===== src/rtl/msi_snoop_cache.sv =====
module msi_snoop_cache #(
  parameter int ADDR_W = 8,
  parameter int DATA_W = 8,
  parameter int IDX_W  = 2
) (
  input  logic              clk,
  input  logic              rst_n,
  input  logic              cpu_req,
  input  logic              cpu_we,
  input  logic [ADDR_W-1:0] cpu_addr,
  input  logic [DATA_W-1:0] cpu_wdata,
  output logic [DATA_W-1:0] cpu_rdata,
  output logic              cpu_ready,
  output logic              bus_req,
  input  logic              bus_gnt,
  output logic [1:0]        bus_cmd,
  output logic [ADDR_W-1:0] bus_addr,
  output logic [DATA_W-1:0] bus_wdata,
  input  logic              bus_ack,
  input  logic [DATA_W-1:0] bus_rdata,
  input  logic              snp_valid,
  input  logic [1:0]        snp_cmd,
  input  logic [ADDR_W-1:0] snp_addr,
  output logic              snp_abort,
  output logic [DATA_W-1:0] snp_data
);
  localparam int LINES = 1 << IDX_W;
  localparam int TAG_W = ADDR_W - IDX_W;

  localparam logic [1:0] L_INV = 2'd0, L_SHR = 2'd1, L_EXC = 2'd2;
  localparam logic [1:0] C_NONE = 2'd0, C_RDM = 2'd1, C_WRM = 2'd2, C_WB = 2'd3;
  localparam logic [1:0] F_IDLE = 2'd0, F_ARB = 2'd1, F_WB = 2'd2, F_MISS = 2'd3;

  logic [1:0]        lst  [LINES];
  logic [TAG_W-1:0]  ctag [LINES];
  logic [TAG_W-1:0]  stag [LINES];
  logic [DATA_W-1:0] ldat [LINES];
  logic [1:0]        fsm;

  logic [IDX_W-1:0] cidx, sidx;
  logic [TAG_W-1:0] ctg, stg;
  logic             cpu_hit, snp_hit;

  assign cidx = cpu_addr[IDX_W-1:0];
  assign ctg  = cpu_addr[ADDR_W-1:IDX_W];
  assign sidx = snp_addr[IDX_W-1:0];
  assign stg  = snp_addr[ADDR_W-1:IDX_W];

  assign cpu_hit = (lst[cidx] != L_INV) && (ctag[cidx] == ctg) &&
                   (!cpu_we || lst[cidx] == L_EXC);
  assign snp_hit = snp_valid && (snp_cmd == C_RDM || snp_cmd == C_WRM) &&
                   (lst[sidx] != L_INV) && (stag[sidx] == stg);

  assign snp_abort = snp_hit && (lst[sidx] == L_EXC);
  assign snp_data  = ldat[sidx];

  assign cpu_ready = (fsm == F_IDLE && cpu_req && cpu_hit && !snp_hit) ||
                     (fsm == F_MISS && bus_ack);
  assign cpu_rdata = (fsm == F_MISS) ? bus_rdata : ldat[cidx];

  assign bus_req   = (fsm != F_IDLE);
  assign bus_cmd   = (fsm == F_WB)   ? C_WB :
                     (fsm == F_MISS) ? (cpu_we ? C_WRM : C_RDM) : C_NONE;
  assign bus_addr  = (fsm == F_WB) ? {ctag[cidx], cidx} : cpu_addr;
  assign bus_wdata = ldat[cidx];

  always_ff @(posedge clk or negedge rst_n) begin
    if (!rst_n) begin
      fsm <= F_IDLE;
      for (int i = 0; i < LINES; i++) begin
        lst[i]  <= L_INV;
        ctag[i] <= '0;
        stag[i] <= '0;
        ldat[i] <= '0;
      end
    end else begin
      case (fsm)
        F_IDLE:
          if (cpu_req && !snp_hit) begin
            if (cpu_hit) begin
              if (cpu_we) ldat[cidx] <= cpu_wdata;
            end else begin
              fsm <= F_ARB;
            end
          end
        F_ARB:
          if (bus_gnt) fsm <= (lst[cidx] == L_EXC) ? F_WB : F_MISS;
        F_WB:
          if (bus_ack) begin
            lst[cidx] <= L_INV;
            fsm       <= F_MISS;
          end
        default:
          if (bus_ack) begin
            ctag[cidx] <= ctg;
            stag[cidx] <= ctg;
            ldat[cidx] <= cpu_we ? cpu_wdata : bus_rdata;
            lst[cidx]  <= cpu_we ? L_EXC : L_SHR;
            fsm        <= F_IDLE;
          end
      endcase
      if (snp_hit) begin
        if (snp_cmd == C_WRM) lst[sidx] <= L_INV;
        else if (lst[sidx] == L_EXC) lst[sidx] <= L_SHR;
      end
    end
  end
endmodule


===== config.mk =====
export PLATFORM = sky130hd
export DESIGN_NAME = msi_snoop_cache
export DESIGN_NICKNAME = d
export VERILOG_FILES = /design/src/rtl/msi_snoop_cache.sv
export SDC_FILE = /design/constraint.sdc
export NUM_CORES = 1
export LEC_CHECK = 0
export BUFFER_PORTS_ARGS = -buffer_cell sky130_fd_sc_hd__buf_2
export CAP_MARGIN = 40
export CORE_MARGIN = 2
export CORE_UTILIZATION = 45
export CTS_CLUSTER_DIAMETER = 30
export CTS_CLUSTER_SIZE = 14
export DETAILED_ROUTE_END_ITERATION = 8
export PLACE_DENSITY = 0.69
export SETUP_SLACK_MARGIN = 0.4
export SLEW_MARGIN = 20
export SYNTH_ARGS = -nofsm -noshare
export SYNTH_HDL_FRONTEND = slang
export SYNTH_SLANG_ARGS = --single-unit

===== constraint.sdc =====
create_clock -name clk -period 2.11 [get_ports clk]
set_input_delay 0.211 -clock clk [delete_from_list [all_inputs] [get_ports clk]]
set_output_delay 0.211 -clock clk [all_outputs]
set_load 0.03 [all_outputs]

==> out/qor.csv, run 1 <==
metric,value,unit
period_needed,2.63,ns
clock_skew,0.0158,ns
rrSetupSlack,-0.38,ns
fmax,381,MHz
synth-seq-area-share,37.4,%
synth-async-reset-ratio,100,%
postRouteAntennaNets,0,
htree_num_levels,3,
met2WireLength,7.32,mm
rsz0062_at_grt,true,
port_buffers,77,
clock_latency,0.35,ns
die_area,10600,µm²
clock-sinks,66,
drv_slew,0,
slowest_delay,0.56,ns
slowest_stage,mux4_2,
syn_area,4410,µm²
syn_inst,368,
vias,4118,
initial_utilization,45.8,%
crit_family,multiplexers,
antenna_found_initial,0,
num_rows,36,
cp_num_buf_inv,2,
ys_dominant_reg_cell,dfrtp_1,
irDropWorstVdd,0.887,mV
min_path_cells,2,
drive_gt1_share,59.7,%
area_growth_syn_to_layout,48.6,%
period_share,124,%
place.gp.congestion,0.869,
critPathLaunchType,flip-flop,
placed_cell_area,5390,µm²
drtIter0Drc,258,
setup_viol,44,
max-slew-margin-rel,43.6,%
overflow,0,
grt_pass1_wl,21.7,mm
r2r-end,ldat[0]$_DFFE_PN0P_,
grt_max_degree,35,
root_buffer,clkbuf_8,
arrival,2.41,ns
synth_edf_count,0,
routedWlPerCell,21.7,µm
design.core.area,9640,µm²
io_pins,78,
dpl.hpwl,9.24,mm
pre_cts_slack,-0.580,ns
layout.nets,583,
power,9.95,mW
clk_pin_slew,0.07,ns
wl_met3,1.02,mm
mostFrequentLayoutCells,"dfrtp_1 (66), buf_4 (66), buf_6 (54), buf_2 (49), o32a_1 (32)",
synth_cell_types,50,
routed_wl,14.6,mm
grt_use_total,27.2,%
drc,0,
worst_slew_pin_slew,0.843,ns
crit_type,reg -> out,
final_design_area_no_fill,6550,µm²
crit_required,1.90,ns
wl_met1,5.86,mm
highest_layer,met4,
end_kind,output port,
syn_avg_cell_area,12.0,µm²
die_w,103,µm
path_cells,mux4_2 > xnor2_2 > nand3_2 > or2_4 > buf_12 > o31ai_4 > buf_6,
antenna_cells,0,
vias_per_cell,6.11,
worst-path-max-fanout,3,
critPathLaunch,stag[4]$_DFFE_PN0P_,
cts-buffers-inserted,9,
firstDrtPassIters,5,
hold_class,in -> reg,
max-cap-violations,0,
power_density,1520,nW/µm²
power_leakage,2.85,nW
critPathCapture,cpu_ready,
ys_ff_latch,66,
first_global_vias,4095,
timing.rr.start,stag[4]$_DFFE_PN0P_,
cts_tree,done,
hold_viol,0,
worst_slack,-0.516,ns
synth_nets,415,
violations,setup timing,
die_h,103,µm
status,"complete, but fails checks",
cp.depth,7,
yosysWarnings,0,
reg2regPathDepth,9,
clockBufferDepth,2,
worst reg2reg max path, cell delays in order (launching register included):
cell and delay (ns):
dfrtp_1 0.43, mux4_2 0.56, xnor2_2 0.18, nand3_2 0.11, or2_4 0.27, buf_12 0.13, buf_12 0.13, nor4_4 0.23
buf_4 0.20, o32a_1 0.18
cell usage after synthesis (4+ instances only):
library cell  instances  share of area [%]
a21o_1                6                1.0
o32a_1               32                7.3
o21ai_0              11                1.2
mux2_2               34                8.7
nor3_1                7               0.79
mux4_1                6                3.6
nand3_1              14                1.6
mux4_2               26                 13
clkbuf_1             12                1.0
ha_1                  6                1.7
a21oi_1              10                1.1
nor2b_1               6               0.85
nand2_1              43                3.7
nor4_4                4                1.9
xnor2_1               9                1.8
mux2i_1               4               0.91
inv_1                10               0.85
nor2_1               10               0.85
buf_1                 5               0.43
dfrtp_1              66                 37
routing by layer:
metal,GRT usage [%],up-vias
met5,0,-
met4,7.29,0
met3,5.22,41
met2,45.3,214
met1,36.8,2077
li1,-,1786
final cells by class:
| cell class | instances | area, µm² |
|---|---|---|
| multi-input combinational | 269 | 2950 |
| timing repair buffer | 180 | 1550 |
| sequential | 66 | 1650 |
| tap | 133 | 166 |
| inverter | 10 | 43.8 |
| clock inverter | 6 | 57.6 |
| clock buffer | 10 | 128 |
| fill | 683 | 3090 |
repair_timing:
action,in CTS,in global routing
cloned,0,0
endpoints found under the hold margin,10,0
resized for setup,115,49
pin swaps,33,12
setup endpoints to repair,84,71
hold buffers,1,0
setup buffers,36,11
flip-flops by register name, indices dropped and copies added (netlist names):
| name | count |
|---|---|
| fsm | 2 |
| ldat | 32 |
| lst | 8 |
| stag | 24 |
where the power goes:
| part | switching, mW | internal, mW |
|---|---|---|
| Combinational | 3.19 | 3.33 |
| Sequential | 0.499 | 1.88 |
| Clock | 0.514 | 0.538 |
| Total | 4.20 | 5.74 |
worst min-delay path by stage:
| stage | start | end | slack, ns |
|---|---|---|---|
| floorplan | rst_n | fsm[0]$_DFFE_PN0P_ | -0.08 |
| global placement | rst_n | ldat[14]$_DFFE_PN0P_ | 0.1 |
| detailed placement | rst_n | ldat[30]$_DFFE_PN0P_ | 0.1 |
| CTS | cpu_addr[6] | stag[4]$_DFFE_PN0P_ | 0.19 |
| global route | cpu_addr[2] | stag[6]$_DFFE_PN0P_ | 0.21 |
| finish | cpu_addr[3] | stag[1]$_DFFE_PN0P_ | 0.22 |
stage by stage:
stage	cells	hold slack, ns	setup TNS [ns]	util, %
after floorplan	368	-0.0846	-4.08	-
after global placement	607	0.0976	-18.69	55.7
after detailed placement	610	0.0984	-20.38	55.9
after CTS	663	0.189	-11.19	65.4
after global routing	674	0.214	-16.38	68.0
final	674	0.224	-12.70	68.0
cell families after synthesis:
kind of cell | Yosys count | synth area share [%]
AO/OA/AOI/OAI | 84 | 15.8
multiplexers | 70 | 26.4
buffers and inverters | 33 | 3.66
adder cells (fa/ha/maj) | 6 | 1.70
XOR/XNOR | 12 | 2.89
AND/OR/NAND/NOR | 97 | 12.1
flip-flops | 66 | 37.4
Power figures use the tool's default switching activity.
==> run 2: changes to the inputs <==
- PLACE_DENSITY: 0.69 -> 0.67
==> run 2 against run 1 <==
The run still ends with setup timing left. Sequential share of layout area rose by 0.15 points. Cell area decreased by 0.59%. Cell count grew 0.59%. Critical path depth unchanged. First-iteration DRC count grew 16%. Via count about the same. Core utilization is 0.40 points lower. Largest power group unchanged. Highest routed layer unchanged.
==> out/qor.csv, run 2 (synthesized netlist as in run 1, its figures left out) <==
metric,value,unit,change
reg.largest.list,"ldat (32), stag (24), lst (8)",,
power_leakage,2.83,nW,-0.74%
p_comb_share,65.7,%,+0.2 points
worst_slack,-0.467,ns,+0.0489 ns
violations,setup timing,,
die_h,103,µm,unchanged
seqCellArea,1650,µm²,unchanged
p_switching,4.13,mW,-1.9%
port_buffers,77,,unchanged
clock_skew,0.0133,ns,-0.00246 ns
firstDrtPassIters,5,,unchanged
timing.hold.ws,0.194,ns,-0.0298 ns
layout.nets,587,,+0.69%
largest_register_ffs,32,,unchanged
cts-buffers-inserted,9,,unchanged
crit_family,multiplexers,,
irDropWorstVdd,0.710,mV,-20%
tns,-12.81,ns,-0.104 ns
die_w,103,µm,unchanged
slowest_delay,0.52,ns,-0.04 ns
design.core.area,9640,µm²,unchanged
power,9.89,mW,-0.57%
vias_per_cell,6.07,,-0.66%
initial_utilization,45.8,%,unchanged
antenna_found_initial,0,,unchanged
period_needed,2.58,ns,-0.0489 ns
hold_viol,0,,unchanged
grt_pass1_wl,21.0,mm,-3.5%
grt_max_degree,42,,+20%
end_kind,output port,,
postRouteAntennaNets,0,,unchanged
routedWlPerCell,20.8,µm,-4.0%
multiInputGateArea,2910,µm²,-1.4%
placed_cell_area,5370,µm²,-0.33%
dp_cells,609,,-0.16%
first_global_vias,3989,,-2.6%
htree_num_levels,3,,unchanged
cpMostUsedCell,buf_6,,
crit_required,1.90,ns,about the same
clk_pin_slew,0.08,ns,about the same
drtIter0Drc,300,,+16%
cts_tree,done,,
drc,0,,unchanged
drive_gt1_share,59.8,%,+0.11 points
clock_latency,0.34,ns,about the same
clock-sinks,66,,unchanged
grt_use_total,26.4,%,-0.87 points
crit_type,reg -> out,,
die_area,10600,µm²,unchanged
status,"complete, but fails checks",,
period_share,122,%,-2.3 points
mostFrequentLayoutCells,"buf_4 (70), dfrtp_1 (66), buf_6 (59), buf_2 (48), o32a_1 (32)",,
slowest_stage,mux4_2,,
clockBufferDepth,2,,unchanged
overflow,0,,unchanged
fmax,388,MHz,+1.9%
layout_commonest_cell,buf_4,,
p_int,5.76,mW,+0.38%
arrival,2.37,ns,-0.04 ns
root_buffer,clkbuf_8,,
p_seq_share,23.7,%,-0.2 points
num_rows,36,,unchanged
dpl.hpwl,9.44,mm,+2.2%
path_cells,mux4_2 > xnor2_2 > nand4_4 > or2_4 > buf_6 > o31ai_4 > buf_6,,
max-slew-margin-rel,55.6,%,+12 points
cp_num_buf_inv,2,,unchanged
setup_viol,44,,unchanged
power_density,1520,nW/µm²,about the same
place.gp.congestion,0.882,,+1.5%
critPathLaunchType,flip-flop,,
nFillCells,702,,+2.8%
instances_no_fill,678,,+0.59%
pre_cts_slack,-0.662,ns,-0.0822 ns
io_pins,78,,unchanged
routed_wl,14.1,mm,-3.5%
hold_class,in -> reg,,
antenna_cells,0,,unchanged
final_design_area_no_fill,6520,µm²,-0.59%
worst_slew_pin_slew,0.667,ns,-0.177 ns
area_growth_syn_to_layout,47.7,%,
post-route-util,67.6,%,-0.40 points
largest_register,ldat,,
vias,4115,,-0.073%
pwr-share-clk,10.6,%,about the same
max-cap-violations,0,,unchanged
rsz0062_at_grt,true,,
worst-path-max-fanout,2,,-1
drv_slew,0,,unchanged
swShare,41.7,%,-0.55 points
run 2: timing repair:
item,in CTS,in global routing
hold buffers,1,0
endpoints found under the setup margin,76,69
resized for setup,104,56
pin swaps,34,28
setup buffers,32,20
cloned,0,0
endpoints found under the hold margin,25,0
run 2: layout make-up:
cell class                 count  share of cell area (%)
clock buffer                  11                    2.02
multi-input combinational    269                    44.7
tap                          133                    2.55
clock inverter                 5                   0.845
sequential                    66                    25.4
timing repair buffer         184                    23.9
inverter                      10                   0.672
run 2: per-layer routing:
layer	up-vias	part of all wire, %	track usage (%)
li1	1785	-	-
met1	2088	40	35.9
met2	211	51	42.4
met3	31	7.1	5.56
met4	0	2.0	8.60
met5	-	0	0
run 2: power by group through the flow:
stage / combinational [mW] / sequential [mW] / clock (mW)
final: 6.49 / 2.35 / 1.05
after global routing: 6.82 / 2.41 / 1.11
after CTS: 5.81 / 2.32 / 1.04
after detailed placement: 4.80 / 2.34 / 0
after global placement: 4.67 / 2.29 / 0
after floorplan: 3.50 / 2.20 / 0
run 2: worst reg2reg max path, cell delays in order, from the launching register on:
cell,delay (ns)
dfrtp_1,0.39
buf_6,0.12
mux4_2,0.50
xnor2_2,0.17
nand4_2,0.20
o21ai_4,0.22
buf_6,0.16
buf_4,0.13
nor4_4,0.04
buf_4,0.17
o32a_1,0.34
run 2: path summary, 6_finish.rpt:
kind | start | endpoint | slack [ns] | cells past startpoint
max in group asynchronous | rst_n | stag[17]$_DFFE_PN0P_ | 1.02 | 3
setup reg to reg | stag[5]$_DFFE_PN0P_ | ldat[6]$_DFFE_PN0P_ | -0.42 | 10
hold reg to reg | stag[12]$_DFFE_PN0P_ | stag[12]$_DFFE_PN0P_ | 0.54 | 1
setup / recovery | stag[0]$_DFFE_PN0P_ | cpu_ready | -0.47 | 7
min in group asynchronous | rst_n | ldat[1]$_DFFE_PN0P_ | 0.43 | 2
hold / removal | cpu_addr[6] | stag[16]$_DFFE_PN0P_ | 0.19 | 2
